## src/rtl/ilv_pkg.sv

```systemverilog
package ilv_pkg;
  localparam int unsigned DEF_WORD_W  = 16;
  localparam int unsigned DEF_N_WORDS = 8;

  typedef enum logic {PH_EVEN = 1'b0, PH_ODD = 1'b1} phase_t;

  // Bit offset of the low end of word k when word 0 sits at the top of the vector
  function automatic int unsigned word_lsb(int unsigned k, int unsigned n_words,
                                           int unsigned word_w);
    return (n_words - 1 - k) * word_w;
  endfunction
endpackage

```

## src/rtl/ilv_phase_ctrl.sv

```systemverilog
module ilv_phase_ctrl
  import ilv_pkg::*;
#(
  parameter int unsigned N_WORDS = DEF_N_WORDS
) (
  input  logic   clk,
  input  logic   rst_n,
  input  logic   load,
  output logic   load_acc,
  output logic   busy,
  output phase_t phase,
  output logic   even_en,
  output logic   odd_en,
  output logic   ready
);
  localparam int unsigned CNT_W = $clog2(N_WORDS);

  logic [CNT_W-1:0] cnt;
  logic             last;

  assign last     = busy && (cnt == CNT_W'(N_WORDS - 1));
  assign ready    = !busy || last;
  assign load_acc = load && ready;
  assign even_en  = busy && (phase == PH_EVEN);
  assign odd_en   = busy && (phase == PH_ODD);

  always_ff @(posedge clk or negedge rst_n) begin
    if (!rst_n) begin
      busy  <= 1'b0;
      cnt   <= '0;
      phase <= PH_EVEN;
    end else if (load_acc) begin
      busy  <= 1'b1;
      cnt   <= '0;
      phase <= PH_EVEN;
    end else if (busy) begin
      cnt   <= cnt + 1'b1;
      phase <= (phase == PH_EVEN) ? PH_ODD : PH_EVEN;
      if (last) busy <= 1'b0;
    end
  end


  phase_alt_chk: assert property (@(posedge clk) disable iff (!rst_n)
    (busy && !load_acc) |=> (phase != $past(phase)));


  load_phase_chk: assert property (@(posedge clk) disable iff (!rst_n)
    load_acc |=> (phase == PH_EVEN && busy));


  ignore_load_chk: assert property (@(posedge clk) disable iff (!rst_n)
    (load && !ready) |=> (busy && cnt == $past(cnt) + 1'b1));
endmodule

```

## src/rtl/ilv_lane.sv

```systemverilog
module ilv_lane
  import ilv_pkg::*;
#(
  parameter int unsigned WORD_W = DEF_WORD_W,
  parameter int unsigned DEPTH  = DEF_N_WORDS / 2
) (
  input  logic                    clk,
  input  logic                    rst_n,
  input  logic                    load,
  input  logic [DEPTH*WORD_W-1:0] load_val,
  input  logic                    shift_en,
  output logic [WORD_W-1:0]       head
);
  localparam int unsigned LANE_W = DEPTH * WORD_W;

  logic [LANE_W-1:0] store;

  always_ff @(posedge clk or negedge rst_n) begin
    if (!rst_n)        store <= '0;
    else if (load)     store <= load_val;
    else if (shift_en) store <= store << WORD_W;
  end

  assign head = store[LANE_W-1 -: WORD_W];
endmodule

```

## src/rtl/ilv_out_mux.sv

```systemverilog
module ilv_out_mux
  import ilv_pkg::*;
#(
  parameter int unsigned WORD_W = DEF_WORD_W
) (
  input  logic              clk,
  input  logic              rst_n,
  input  logic              busy,
  input  phase_t            phase,
  input  logic [WORD_W-1:0] even_head,
  input  logic [WORD_W-1:0] odd_head,
  output logic [WORD_W-1:0] word_out,
  output logic              word_valid
);
  always_ff @(posedge clk or negedge rst_n) begin
    if (!rst_n) begin
      word_out   <= '0;
      word_valid <= 1'b0;
    end else begin
      word_valid <= busy;
      if (busy) word_out <= (phase == PH_ODD) ? odd_head : even_head;
    end
  end


  valid_on_chk: assert property (@(posedge clk) disable iff (!rst_n)
    busy |=> word_valid);


  valid_off_chk: assert property (@(posedge clk) disable iff (!rst_n)
    !busy |=> !word_valid);


  hold_chk: assert property (@(posedge clk) disable iff (!rst_n)
    !busy |=> $stable(word_out));
endmodule

```

## src/rtl/ilv_serializer.sv

```systemverilog
module ilv_serializer
  import ilv_pkg::*;
#(
  parameter int unsigned WORD_W  = DEF_WORD_W,
  parameter int unsigned N_WORDS = DEF_N_WORDS
) (
  input  logic                      clk,
  input  logic                      rst_n,
  input  logic                      load,
  input  logic [N_WORDS*WORD_W-1:0] load_data,
  output logic [WORD_W-1:0]         word_out,
  output logic                      word_valid,
  output logic                      ready
);
  localparam int unsigned LANE_WORDS = N_WORDS / 2;
  localparam int unsigned LANE_W     = LANE_WORDS * WORD_W;

  logic              load_acc, busy, even_en, odd_en;
  phase_t            phase;
  logic [LANE_W-1:0] lane_init [2];
  logic [WORD_W-1:0] lane_head [2];
  logic              lane_en   [2];

  ilv_phase_ctrl #(.N_WORDS(N_WORDS)) u_ctrl (
    .clk(clk), .rst_n(rst_n), .load(load), .load_acc(load_acc),
    .busy(busy), .phase(phase), .even_en(even_en), .odd_en(odd_en),
    .ready(ready)
  );

  assign lane_en[0] = even_en;
  assign lane_en[1] = odd_en;

  // Lane p takes words p, p+2, p+4, ... with the earliest at its head
  for (genvar p = 0; p < 2; p++) begin : g_lane
    for (genvar j = 0; j < LANE_WORDS; j++) begin : g_slot
      assign lane_init[p][(LANE_WORDS-1-j)*WORD_W +: WORD_W] =
        load_data[word_lsb(2*j + p, N_WORDS, WORD_W) +: WORD_W];
    end

    ilv_lane #(.WORD_W(WORD_W), .DEPTH(LANE_WORDS)) u_lane (
      .clk(clk), .rst_n(rst_n), .load(load_acc), .load_val(lane_init[p]),
      .shift_en(lane_en[p]), .head(lane_head[p])
    );
  end

  ilv_out_mux #(.WORD_W(WORD_W)) u_mux (
    .clk(clk), .rst_n(rst_n), .busy(busy), .phase(phase),
    .even_head(lane_head[0]), .odd_head(lane_head[1]),
    .word_out(word_out), .word_valid(word_valid)
  );


  en_excl_chk: assert property (@(posedge clk) disable iff (!rst_n)
    $onehot0({even_en, odd_en}));


  gapless_chk: assert property (@(posedge clk) disable iff (!rst_n)
    (load_acc && busy) |=> ##1 word_valid);
endmodule

```

## config.mk

```make
export PLATFORM = sky130hd
export DESIGN_NAME = ilv_serializer
export DESIGN_NICKNAME = d
export VERILOG_FILES = /design/src/rtl/ilv_pkg.sv /design/src/rtl/ilv_phase_ctrl.sv /design/src/rtl/ilv_lane.sv /design/src/rtl/ilv_out_mux.sv /design/src/rtl/ilv_serializer.sv
export SDC_FILE = /design/constraint.sdc
export NUM_CORES = 1
export LEC_CHECK = 0
export BUFFER_PORTS_ARGS = -buffer_cell sky130_fd_sc_hd__buf_2
export CELL_PAD_IN_SITES_DETAIL_PLACEMENT = 0
export CELL_PAD_IN_SITES_GLOBAL_PLACEMENT = 1
export CORE_ASPECT_RATIO = 0.9
export CORE_MARGIN = 5
export CORE_UTILIZATION = 43
export DETAILED_ROUTE_END_ITERATION = 8
export HOLD_SLACK_MARGIN = 0.05
export PLACE_DENSITY = 0.86
export SYNTH_ARGS = -nofsm -noshare
export SYNTH_HDL_FRONTEND = slang
export SYNTH_HIERARCHICAL = 1
export SYNTH_SLANG_ARGS = --single-unit
```

## constraint.sdc

```tcl
create_clock -name clk -period 2.15 [get_ports clk]
set_input_delay 0.43 -clock clk [delete_from_list [all_inputs] [get_ports clk]]
set_output_delay 0.43 -clock clk [all_outputs]
set_load 0.05 [all_outputs]
```

-- After elaboration in Yosys (flattened, before gate mapping)
Cells that the tools add are included.
- bitwise logic cells: 1
- muxes and demuxes: 13
- eq/ne operators: 1
- reductions and logical operators: 9
- add/subtract/negate cells: 1
- operator list (kind ; count):
    $mux W64 ; 4
    $mux W16 ; 1
    $mux W1 ; 6
    $mux W3 ; 2
    $reduce_bool A2 Y1 ; 3
    $logic_and A1 B1 Y1 ; 4
    $add A3 B1 Y3 const B ; 1
    $eq A3 B3 Y1 const B ; 1
    $logic_not A1 Y1 ; 1
    $logic_or A1 B1 Y1 ; 1
    $not A1 Y1 ; 1
- output and inout bits: 18
- word-level logic and storage cells: 32
- flip-flop bits (word level): 150
- input bits: 131

-- Logic depth before layout (Yosys ltp)
- word-level depth: 5
- depth in mapped cells: 9
- mapped depth without buffers: 6

-- Modules after synthesis
The synthesis kept the hierarchy.
- by module, submodules not included (module ; instances ; area an instance (µm²) ; seq. area each (µm²) ; cells each):
    ilv_lane ; 2 ; 3061.7 ; 1601.5 ; 293
    ilv_out_mux ; 1 ; 770.7 ; 425.4 ; 70
    ilv_phase_ctrl ; 1 ; 235.2 ; 125.1 ; 19

-- Worst setup path after synthesis
No wires, ideal clock.
- path kind: register to register
- start point: register u_ctrl.cnt[0]
- end point: register g_lane[0].u_lane.store[31]
- path slack: -19 ps
- path buffers: 3
- period minus slack after synthesis: 2169 ps
- stages on the path, launching flop included: 10
- required time: 2021 ps
- setup time: 129 ps
- arrival: 2040 ps
- path through: dfrtp_1 > ha_1 > ha_1 > nand2b_1 > and2_1 > buf_4 > buf_6 > buf_2 > nand2_1 > o21ai_2
- cells in the longest elaborated chain, start to end: 5
- elaborated cells between the ends (all ways): 6
- those cells by class: eq/ne (1); mux (1); reduce/logical (4)
- ends and longest elaborated chain (item ; RTL line ; text):
    start, declared ; ilv_phase_ctrl.sv:18 ; logic [CNT_W-1:0] cnt;
    start signal, assigned ; ilv_phase_ctrl.sv:37 ; cnt <= cnt + 1'b1;
    $eq A3 B3 Y1 (*) ; ilv_phase_ctrl.sv:21 ; assign last = busy && (cnt == CNT_W'(N_WORDS - 1));
    $logic_and A1 B1 Y1 (*) ; ilv_phase_ctrl.sv:21 ;
    $logic_or A1 B1 Y1 (*) ; ilv_phase_ctrl.sv:22 ; assign ready = !busy || last;
    named net ready ; ilv_serializer.sv:13 ; output logic ready
    $logic_and A1 B1 Y1 (*) ; ilv_phase_ctrl.sv:23 ; assign load_acc = load && ready;
    named net load_acc ; ilv_serializer.sv:18 ; logic load_acc, busy, even_en, odd_en;
    $mux W64 / $reduce_bool A2 Y1 (equally long branches) ; - ;
    end signal, assigned ; ilv_lane.sv:20 ; else if (load) store <= load_val;
    end signal, assigned ; ilv_lane.sv:21 ; else if (shift_en) store <= store << WORD_W;
    end, declared ; ilv_lane.sv:16 ; logic [LANE_W-1:0] store;
The timed path passes the listed nets; every way through them passes the cells marked *.
A chain may end at the register's enable or synchronous reset.

-- Worst setup path after layout
- start point: register u_ctrl.cnt[0]
- end point: output ready
- cells in the longest elaborated chain, start to end: 3
- ends and longest elaborated chain (item ; RTL line):
    $eq A3 B3 Y1 ; ilv_phase_ctrl.sv:21
    $logic_and A1 B1 Y1 ; ilv_phase_ctrl.sv:21
    $logic_or A1 B1 Y1 ; ilv_phase_ctrl.sv:22
    end, declared ; ilv_serializer.sv:13
No other way between the ends.

==> qor.yml <==
global_route:
  grt_use_met2_pct: 27.3
  antenna_found_initial: 0
  met3_usage_pct: 4.43
  grt.busiest_layer: "met2"
  track_usage_pct: 15.9
  grt_overflow_total: 0
  grt_pass1_wl_mm: 25.0
  grt_max_degree: 65
  grtUsageMet1_pct: 19.9
  grt_pass1_vias: 5031
yosys:
  yosys_warnings: 6
  async_flop_share_pct: 100
  ys_seq_area_share_pct: 52.7
  synth_area_leader_cell: "dfrtp_1"
  syn_nets: 808
  syn_area_per_cell_sq_um: 10.6
  synth_flop_cell: "dfrtp_1"
  synth_cell_types: 21
  syn_inst: 675
  synth_top_area_share_pct: 52.7
  synth_seq_cells: 150
  synthTopCellsByArea: "dfrtp_1, mux2i_1, o21ai_1"
  synth_area_sq_um: 7130
  synth_most_common_cell: "dfrtp_1"
  synth-edff-count: 0
  ys_top_cells_by_count: "dfrtp_1, nand2_1, mux2i_1"
power_and_ir_drop:
  p_comb_share_pct: 37.5
  switchingPower_mw: 4.34
  power_mw: 12.0
  swShare_pct: 36.2
  clkPwrFrac_pct: 24.9
  pwr-share-seq_pct: 37.5
  leakagePower_nw: 4.05
  internal_power_mw: 7.64
  vdd_drop_max_mv: 1.06
  power_density_nw_per_um2: 1440
status:
  outcome: "finished clean"
route:
  routed_wl_mm: 15.1
  via_per_inst: 4.83
  post-route-drc-count: 0
  vias: 4837
  wl_per_cell_um: 15.1
  drt-initial-drc-count: 201
  firstDrtPassIters: 4
  drtAntennaViolNets: 0
sta:
  fmax_mhz: 488
  hold_viol: 0
  tightestPinTransition_ns: 0.482
  fin_crit_sh_pct: 95.4
  slew_headroom_pct: 67.9
  final.min_clock_period_ns: 2.05
  hold_ws_ns: 0.220
  drv_slew: 0
  finalWorstSetupSlack_ns: 0.0988
  rsz0062_at_grt: "no"
  setup_viol: 0
  finalClockSkew_ns: 0.00915
  tns_ns: 0
layout:
  finalInstanceArea_sq_um: 8310
  n_antenna_cell: 0
  nFillCells: 1532
  area_growth_pct: 16.6
  nets: 916
  layout-drive-gt1-share_pct: 26.0
critical_path:
  crit_path_max_fanout: 3
  crit_slowest_cell: "dfrtp_1"
  crit_path_end_kind: "output port"
  path_cells: "ha_1, ha_1, nand2b_2, buf_2"
  cpPeakStageDelay_ns: 0.39
  timing.rr.start: "u_ctrl/cnt[0]"
  cp_common_cell: "ha_1"
  arrival_ns: 1.62
  cp-start-kind: "register"
  cp.required_ns: 1.72
  path_class: "register to output port"
  crit_start: "u_ctrl/cnt[0]"
  cp_num_buf_inv: 1
  path_delay_family: "adder cells"
die:
  start_util_pct: 44.0
  coreArea_sq_um: 16200
  die_w_um: 146
  dieHeight_um: 132
  boundaryPins: 149
  fp.dieArea_sq_um: 19300
  rows: 44
clocking:
  cts_tree: "yes"
  ctsResizeCount: 0
  worstSkewPairLatency_ns: 0.42
  cts-root-buf: "clkbuf_16"
  clk_pin_slew_worst_paths_ns: 0.06
  clock_sinks: 150
  cts-buffers-inserted: 17
  htreeDepth: 4
  clk_path_buf_depth: 2
placement:
  port_buffers: 148
  place_area_sq_um: 7710
  hpwlAfterDp_mm: 10.6
  place_ws_ns: 0.171
  gp_congestion: 0.773
job:
  maxCapViolations: 0
min_path:
  min_path_type: "primary input to register"
  hp-start: "load_data[28]"
stage by stage:
step           util, %  cells
4_1_cts           51.4   1002
2_1_floorplan        -    675
3_3_place_gp      47.6    970
5_1_grt           51.4   1002
3_5_place_dp      47.6    970
6_report          51.4   1002
repair_timing:
item,CTS,global route
buffers inserted,0,0
hold buffers,1,0
endpoints found under the hold margin,46,0
area by class of cell:
class                   count  area [sq um]  area share [%]
clock buffers              18           439            5.28
multi-input cells         446          2720            32.7
repair buffers            168           987            11.9
flip-flops and latches    150          3750            45.1
well taps                 207           259            3.12
clock inverters            13           158            1.90
final timing paths:
path | endpoint | slack [ns] | depth (start not counted)
max | ready | 0.1 | 4
min | g_lane[0].u_lane/store[12] | 0.22 | 3
max reg2reg | g_lane[0].u_lane/store[3] | 0.18 | 7
min reg2reg | u_ctrl/cnt[2] | 0.50 | 1
max in group asynchronous | g_lane[1].u_lane/store[3] | 0.89 | 3
min in group asynchronous | g_lane[0].u_lane/store[12] | 0.54 | 2
worst reg2reg max path: stages, from the launching register on:
cell	delay [ns]
dfrtp_1	0.39
ha_1	0.20
ha_1	0.20
nand2b_2	0.19
and2_4	0.31
buf_4	0.28
nand2b_1	0.15
o21ai_0	0.16
flip-flops by register name, indices dropped and copies added, names as in the netlist:
register,cells
g_lane.u_lane/store,128
u_ctrl/busy,1
u_ctrl/cnt,3
u_ctrl/phase,1
u_mux/word_out,16
u_mux/word_valid,1
metal layers:
layer  part of all wire (%)  wire length [um]  vias to the layer above
met2                     52              7810                       74
met1                     44              6640                     2290
met5                      0                 0                        -
met3                    3.7               560                        9
met4                   0.73               110                        0
li1                       -                 -                     2464
power groups by stage:
stage | sequential (mW) | combinational, mW | clock (mW)
floorplan | 4.79 | 3.90 | 0
global placement | 4.55 | 4.43 | 0
detailed placement | 4.56 | 4.53 | 0
CTS | 4.52 | 4.55 | 3.08
global route | 4.64 | 4.97 | 3.20
finish | 4.50 | 4.49 | 2.99
layout by cell type (no fill, tap or decap), types with 2 or more instances in the layout:
cell type,Yosys,layout
and2_4,0,2
ha_1,2,2
clkinvlp_4,0,4
o21ai_1,98,98
buf_2,12,147
mux2i_1,112,112
a22o_1,2,2
nand2_1,129,129
clkbuf_16,0,17
clkinv_2,0,4
bufinv_16,0,3
clkinv_4,0,2
a21oi_1,17,17
buf_12,9,7
o21ai_0,26,26
a32o_1,2,2
buf_4,40,12
dfrtp_1,150,150
nand2b_1,34,33
nor2_1,16,16
o21ai_2,4,4
cell families after synthesis:
| logic type | share of synthesized area (%) |
|---|---|
| AND/OR/NAND/NOR | 11.0 |
| flip-flops | 52.7 |
| AO/OA/AOI/OAI | 10.9 |
| multiplexers | 15.7 |
| buffers and inverters | 9.37 |
| adder cells (fa/ha/maj) | 0.351 |
Note: power is estimated with default switching activity, not from simulation.
